$ cat config.mk
export PLATFORM = sky130hd
export DESIGN_NAME = raster_timing_gen
export DESIGN_NICKNAME = d
export VERILOG_FILES = /design/src/rtl/raster_pkg.sv /design/src/rtl/raster_axis.sv /design/src/rtl/sprite_gate.sv /design/src/rtl/raster_timing_gen.sv
export SDC_FILE = /design/constraint.sdc
export NUM_CORES = 1
export LEC_CHECK = 0
export ABC_AREA = 1
export BUFFER_PORTS_ARGS = -buffer_cell sky130_fd_sc_hd__buf_2
export CAP_MARGIN = 25
export CORE_MARGIN = 3
export CORE_UTILIZATION = 30
export DETAILED_ROUTE_END_ITERATION = 10
export PLACE_DENSITY = 0.48
export SLEW_MARGIN = 0
export SYNTH_ARGS = -nofsm -noshare
export SYNTH_HDL_FRONTEND = slang
export SYNTH_HIERARCHICAL = 1
export SYNTH_SLANG_ARGS = --single-unit
$ cat constraint.sdc
create_clock -name clk -period 1.7 [get_ports clk]
set_input_delay 0.17 -clock clk [delete_from_list [all_inputs] [get_ports clk]]
set_output_delay 0.17 -clock clk [all_outputs]
set_load 0.02 [all_outputs]
$ cat src/rtl/raster_pkg.sv
package raster_pkg;
  // inclusive span test shared by sync, zone and half decoders
  function automatic logic in_span(input int val, input int lo, input int hi);
    return (val >= lo) && (val <= hi);
  endfunction
endpackage

$ cat src/rtl/raster_axis.sv
module raster_axis #(
  parameter int TOTAL      = 384,
  parameter int VIS        = 256,
  parameter int SYNC_START = 288,
  parameter int SYNC_W     = 32,
  localparam int W         = $clog2(TOTAL)
) (
  input  logic         clk,
  input  logic         rst_n,
  input  logic         step,
  output logic         last,
  output logic [W-1:0] count,
  output logic         sync_n,
  output logic         active
);
  import raster_pkg::*;

  localparam int SYNC_END = SYNC_START + SYNC_W - 1;

  logic [W-1:0] cnt_q;

  assign last = (cnt_q == W'(TOTAL - 1));

  always_ff @(posedge clk) begin
    if (!rst_n) begin
      cnt_q <= '0;
    end else if (step) begin
      cnt_q <= last ? '0 : cnt_q + W'(1);
    end
  end

  assign count  = cnt_q;
  assign sync_n = !in_span(int'(cnt_q), SYNC_START, SYNC_END);
  assign active = int'(cnt_q) < VIS;
endmodule

$ cat src/rtl/sprite_gate.sv
module sprite_gate #(
  parameter int V_TOTAL = 282,
  parameter int V_VIS   = 256,
  parameter int ZONE_LO = 64,
  localparam int VW     = $clog2(V_TOTAL)
) (
  input  logic          clk,
  input  logic          rst_n,
  input  logic          line_adv,
  input  logic [VW-1:0] vcount,
  input  logic          flip_en,
  output logic          spr_zone,
  output logic          lower_half,
  output logic          cpu_grant
);
  import raster_pkg::*;

  localparam int HALF    = V_VIS / 2;
  localparam int FLIP_HI = V_VIS - 1 - ZONE_LO;

  function automatic logic zone_of(input logic [VW-1:0] v, input logic flip);
    return flip ? in_span(int'(v), 0, FLIP_HI) : in_span(int'(v), ZONE_LO, V_VIS - 1);
  endfunction

  logic [VW-1:0] v_next;
  logic          grant_q;

  assign v_next = (vcount == VW'(V_TOTAL - 1)) ? '0 : vcount + VW'(1);

  always_ff @(posedge clk) begin
    if (!rst_n) begin
      grant_q <= 1'b0;
    end else if (line_adv) begin
      grant_q <= !zone_of(v_next, flip_en);
    end
  end

  assign spr_zone   = zone_of(vcount, flip_en);
  assign lower_half = in_span(int'(vcount), HALF, V_VIS - 1);
  assign cpu_grant  = grant_q;
endmodule

$ cat src/rtl/raster_timing_gen.sv
module raster_timing_gen #(
  parameter int H_TOTAL    = 384,
  parameter int H_VIS      = 256,
  parameter int H_SYNC_POS = 288,
  parameter int H_SYNC_W   = 32,
  parameter int V_TOTAL    = 282,
  parameter int V_VIS      = 256,
  parameter int V_SYNC_POS = 264,
  parameter int V_SYNC_W   = 3,
  parameter int ZONE_LO    = 64,
  localparam int HW        = $clog2(H_TOTAL),
  localparam int VW        = $clog2(V_TOTAL)
) (
  input  logic          clk,
  input  logic          rst_n,
  input  logic          pix_ce,
  input  logic          flip_en,
  output logic [HW-1:0] hcount,
  output logic [VW-1:0] vcount,
  output logic          hsync_n,
  output logic          vsync_n,
  output logic          blank,
  output logic          spr_zone,
  output logic          lower_half,
  output logic          cpu_grant
);
  logic h_last, v_last, h_act, v_act, line_adv;

  assign line_adv = pix_ce & h_last;

  raster_axis #(
    .TOTAL(H_TOTAL), .VIS(H_VIS), .SYNC_START(H_SYNC_POS), .SYNC_W(H_SYNC_W)
  ) u_haxis (
    .clk(clk), .rst_n(rst_n), .step(pix_ce), .last(h_last),
    .count(hcount), .sync_n(hsync_n), .active(h_act)
  );

  raster_axis #(
    .TOTAL(V_TOTAL), .VIS(V_VIS), .SYNC_START(V_SYNC_POS), .SYNC_W(V_SYNC_W)
  ) u_vaxis (
    .clk(clk), .rst_n(rst_n), .step(line_adv), .last(v_last),
    .count(vcount), .sync_n(vsync_n), .active(v_act)
  );

  sprite_gate #(
    .V_TOTAL(V_TOTAL), .V_VIS(V_VIS), .ZONE_LO(ZONE_LO)
  ) u_gate (
    .clk(clk), .rst_n(rst_n), .line_adv(line_adv), .vcount(vcount),
    .flip_en(flip_en), .spr_zone(spr_zone), .lower_half(lower_half),
    .cpu_grant(cpu_grant)
  );

  assign blank = !(h_act && v_act);

  logic unused_v_last;
  assign unused_v_last = v_last;
endmodule

==> flow_summary.yaml, run 1 <==
global_route:
  antenna_found_initial: 0
  grt_pass1_wl_um: 5950
  grt_max_degree: 12
  gr-usage-all-layers_pct: 13.9
  overflow: 0
  grt_pass1_vias: 1338
final_layout:
  multi_input_area_sq_um: 917
  ff_latch_area_sq_um: 389
  mostFrequentLayoutCell: "nand2_1"
  final_nets: 274
  final_cells: 313
  fillers: 464
  fin_area_sq_um: 1910
  area_growth_pct: 38.8
  mostFrequentLayoutCells: "48 x nand2_1, 33 x inv_1, 26 x buf_4"
  drive_above_1_share_pct: 40.6
  n_antenna_cell: 0
floorplanning:
  io_pins: 28
  start_util_pct: 31.4
  core-area_sq_um: 4380
  die_w_um: 73.7
  rows: 24
  dieArea_sq_um: 5440
  dieHeight_um: 73.7
worst_setup_path:
  crit_fanout: 2
  reg2reg_depth: 14
  criticalPathCategory: "flip-flop to output port"
  crit_path_top_delay_cell: "dfxtp_2"
  startpoint: "u_vaxis/count[0]$_SDFFE_PN0P_"
  critPathBufInv: 2
  critPathTopFamily: "flip-flops"
  worstPathRequired_ps: 1530
  worstPathCellList: "ha_4 -> nand2_4 -> inv_2 -> nand2_2 -> nor2_2 -> ha_2 -> a21oi_2 -> o22ai_2 -> buf_6"
  r2r_slack_ps: 160
  arrival_ps: 1510
  end_kind: "output port"
  rr_endpoint: "u_vaxis/count[8]$_SDFFE_PN0P_"
  startpoint_type: "flip-flop"
  reg2reg_from: "u_haxis/count[0]$_SDFFE_PN0P_"
  slowest_delay_ps: 360
routing:
  wl_met3_um: 101
  ant_nets: 0
  vias: 1359
  via_per_inst: 4.34
  top_layer: "met4"
  wl_met1_um: 1580
  routed_wl_um: 3370
  initialDrtViolationCount: 28
  dr.pass1.iters: 4
  wl_met2_um: 1670
  routedWlPerCell_um: 10.8
  drc: 0
clocking:
  clk_path_buf_depth: 2
  clock-sinks: 19
  ctsHtreeMaxLevel: 1
  cts_tree: "yes"
  clkLatencyLatePin_ps: 250
  numCtsBuffers: 3
  ctsRootBufferMaster: "clkbuf_8"
  cts_hold_buf: 0
  clkTransAtPathRegs_ps: 70
pwr:
  ir_worst_vdd_mv: 0.374
  pwr-share-seq_pct: 54.0
  finalPower_w: 0.000848
  power.share.switching_pct: 24.1
  power_leakage_nw: 0.881
  intPower_w: 0.000643
  p_sw_w: 0.000205
  powerDensity_nw_per_um2: 444
  combPwrFrac_pct: 8.6
  pwr-share-clk_pct: 37.4
synthesis:
  netlist_area_sq_um: 1380
  yosysWarnings: 6
  syn_nets: 216
  synth_area_per_cell_sq_um: 6.75
  netlist_instances: 204
sta:
  skew_ps: 1.30
  max_freq_mhz: 596
  setup_tns_ps: 0
  slew_violations: 0
  relSlewSlack_pct: 83.7
  timing.final.crit_share_pct: 98.6
  hold_viol_final: 0
  whs_ps: 234
  fin_crit_ps: 1680
  finalSetupViolCount: 0
  rsz0062_at_grt: "true"
  tightest_slew_ps: 244
placement:
  placed_area_sq_um: 1690
  io_buffers: 27
  numPlacedInstances: 297
  place_hpwl_um: 2670
  gp_congestion: 0.785
worst_hold_path:
  hold_path_end: "u_haxis/count[6]$_SDFFE_PN0P_"
  whs_path_depth: 3
  hp-class: "primary input to flip-flop"
  min_from: "rst_n"
run:
  maxCapViolations: 0
run_status:
  status: "completed"
==> state kept, by name (all words and copies together), names as in the netlist <==
register and flops:
u_haxis/count 9, u_gate/cpu_grant 1, u_vaxis/count 9
==> what timing repair did <==
action	4_1_cts	5_1_grt
resized for setup	12	11
pin swaps	4	9
buffers inserted	3	9
setup endpoints to repair	2	12
==> how the worst max path moves through the flow <==
stage | end | slack (ps) | depth (start not counted)
floorplan | u_vaxis/count[8]$_SDFFE_PN0P_ | -20 | 15
global placement | spr_zone | 80 | 9
detailed placement | u_vaxis/count[8]$_SDFFE_PN0P_ | 50 | 14
CTS | spr_zone | -20 | 9
global route | spr_zone | -40 | 9
finish | spr_zone | 20 | 9
==> layout make-up <==
class | instances | area share [%]
clock buffers | 3 | 2.16
clock inverters | 1 | 0.262
flip-flops and latches | 19 | 20.4
inverters | 37 | 7.27
well taps | 52 | 3.41
multi-input cells | 147 | 48.0
repair buffers | 54 | 18.5
==> tightest hold or removal path: cells and delay by family <==
kind / cells / cell delay (ps)
buffers and inverters: 1 / 160
and+or+nand+nor: 2 / 120
==> per-stage QoR <==
| stage | util, % | worst slack [ps] |
|---|---|---|
| 3_3_place_gp | 38.6 | 77.7 |
| 3_5_place_dp | 38.6 | 50.2 |
| 2_1_floorplan | - | -20.7 |
| 4_1_cts | 41.1 | -17.9 |
| 5_1_grt | 43.6 | -38.1 |
| 6_report | 43.6 | 23.4 |
==> layer usage <==
layer | vias to the layer above | GRT usage [%]
li1 | 735 | -
met1 | 604 | 17.2
met2 | 18 | 24.7
met3 | 2 | 2.05
met4 | 0 | 3.62
met5 | - | 0
==> power by group through the flow <==
| stage | Sequential [W] | Clock (W) | Combinational [W] |
|---|---|---|---|
| finish | 0.000458 | 0.000317 | 0.0000730 |
| global placement | 0.000466 | 0 | 0.0000691 |
| floorplan | 0.000475 | 0 | 0.0000327 |
| detailed placement | 0.000467 | 0 | 0.0000682 |
| CTS | 0.000456 | 0.000329 | 0.0000702 |
| global route | 0.000459 | 0.000347 | 0.0000823 |
Power figures use the tool's default switching activity.
==> inputs of run 2 (changes only) <==
--- a/config.mk
+++ b/config.mk
@@ -11,7 +11,7 @@
 export CORE_MARGIN = 3
 export CORE_UTILIZATION = 30
 export DETAILED_ROUTE_END_ITERATION = 10
-export PLACE_DENSITY = 0.48
+export PLACE_DENSITY = 0.46
 export SLEW_MARGIN = 0
 export SYNTH_ARGS = -nofsm -noshare
 export SYNTH_HDL_FRONTEND = slang
==> constraint.sdc (replaced) <==
create_clock -name clk -period 1.8 [get_ports clk]
set_input_delay 0.18 -clock clk [delete_from_list [all_inputs] [get_ports clk]]
set_output_delay 0.18 -clock clk [all_outputs]
set_load 0.02 [all_outputs]
==> run 2 against run 1 <==
Net effect:
- die area stayed put
- routed wire length is 1.8% higher
- global-route usage is 0.12 points lower
- register-to-register slack better by 30 ps
- non-clock buffer count is 12 lower
- clock power is 3% lower
- flip-flop and latch count stayed put
- critical path type unchanged
- largest power group unchanged
- highest routed layer unchanged
==> flow_summary.yaml, run 2 (synthesis results as in run 1) <==
pwr:
  ir_worst_vdd_mv: 0.217
  power_leakage_nw: 0.821
  powerDensity_nw_per_um2: 448
clocking:
  clock-sinks: 19
  clkLatencyLatePin_ps: 250
  ctsHtreeMaxLevel: 1
  numCtsBuffers: 3
  clk_path_buf_depth: 2
  ctsRootBufferMaster: "clkbuf_8"
  cts_tree: "yes"
  clkTransAtPathRegs_ps: 80
sta:
  hold_viol_final: 0
  rsz0062_at_grt: "true"
  max_freq_mhz: 569
  slew_violations: 0
  timing.final.crit_share_pct: 97.6
  fin_crit_ps: 1760
  finalSetupViolCount: 0
  relSlewSlack_pct: 79.6
  setup_tns_ps: 0
  tightest_slew_ps: 306
  skew_ps: 2.95
global_route:
  overflow: 0
  grt_pass1_vias: 1216
  gr-usage-all-layers_pct: 13.7
  grt_pass1_wl_um: 5870
  grt_max_degree: 11
  antenna_found_initial: 0
worst_setup_path:
  end_kind: "output port"
  crit_fanout: 2
  startpoint: "u_vaxis/count[1]$_SDFFE_PN0P_"
  crit_end: "spr_zone"
  r2r_slack_ps: 190
  criticalPathCategory: "flip-flop to output port"
  startpoint_type: "flip-flop"
  reg2reg_from: "u_haxis/count[0]$_SDFFE_PN0P_"
  arrival_ps: 1580
  reg2reg_depth: 14
  worstPathRequired_ps: 1620
  rr_endpoint: "u_vaxis/count[8]$_SDFFE_PN0P_"
floorplanning:
  start_util_pct: 31.4
  core-area_sq_um: 4380
  dieHeight_um: 73.7
  rows: 24
  die_w_um: 73.7
  io_pins: 28
  dieArea_sq_um: 5440
placement:
  place_hpwl_um: 2590
  gp_congestion: 0.783
  io_buffers: 27
  placed_area_sq_um: 1670
final_layout:
  final_nets: 262
  mostFrequentLayoutCells: "48 x nand2_1, 33 x inv_1, 26 x buf_2"
  mostFrequentLayoutCell: "nand2_1"
  area_growth_pct: 30.5
  n_antenna_cell: 0
  fin_area_sq_um: 1800
  final_util_pct: 41.0
  drive_above_1_share_pct: 36.1
routing:
  ant_nets: 0
  drc: 0
  vias: 1306
  initialDrtViolationCount: 77
  via_per_inst: 4.34
  routed_wl_um: 3430
  dr.pass1.iters: 4
  routedWlPerCell_um: 11.4
worst_hold_path:
  whs_path_depth: 3
  hp-class: "primary input to flip-flop"
run_status:
  status: "completed"
run:
  maxCapViolations: 0
run 2: through the flow:
step	worst slack [ps]	hold WS (ps)	power (W)	cells
3_5_place_dp	77.5	517	0.000508	295
4_1_cts	3.77	239	0.000822	299
3_3_place_gp	135	511	0.000508	295
5_1_grt	-44.2	253	0.000843	301
6_report	42.6	252	0.000805	301
2_1_floorplan	28.7	306	0.000478	204
run 2: critical path, stage by stage, from the launching register on:
cell and delay [ps]:
dfxtp_2 360, ha_4 140, nand2_4 60, inv_2 50
nand2_2 50, nor2_1 110, ha_2 200, a21oi_4 40
o22ai_2 170, buf_6 140
run 2: how the worst min path moves through the flow:
stage                       from                             to  slack [ps]
after global placement    pix_ce  u_haxis/count[0]$_SDFFE_PN0P_         510
after global routing      pix_ce  u_haxis/count[0]$_SDFFE_PN0P_         250
after detailed placement  pix_ce  u_haxis/count[0]$_SDFFE_PN0P_         520
final                     pix_ce  u_haxis/count[0]$_SDFFE_PN0P_         250
after CTS                 pix_ce  u_haxis/count[0]$_SDFFE_PN0P_         240
after floorplan            rst_n  u_haxis/count[6]$_SDFFE_PN0P_         310
run 2: timing repair:
action | in CTS | in global routing
pin swaps | 1 | 5
hold buffers | 0 | 0
endpoints found under the setup margin | 2 | 11
gates resized for setup | 4 | 17
buffers inserted | 0 | 2
run 2: area by class of cell:
| class | count | area [sq um] |
|---|---|---|
| inverter | 37 | 141 |
| multi-input combinational | 147 | 898 |
| tap | 52 | 65.1 |
| fill | 486 | 2590 |
| sequential | 19 | 389 |
| timing repair buffer | 42 | 258 |
| clock buffer | 4 | 45.0 |
run 2: power by group:
part	total, W	internal (W)	switching (W)
combinational	0.0000712	0.0000269	0.0000442
clock	0.000307	0.000157	0.000149
sequential	0.000427	0.000424	0.00000287
run 2: routing by layer:
| layer | vias up | wire (um) | GRT usage (%) |
|---|---|---|---|
| met2 | 25 | 1490 | 19.4 |
| li1 | 711 | - | - |
| met1 | 566 | 1790 | 20.8 |
| met3 | 4 | 109 | 1.64 |
| met4 | 0 | 44 | 5.43 |
| met5 | - | 0 | 0 |
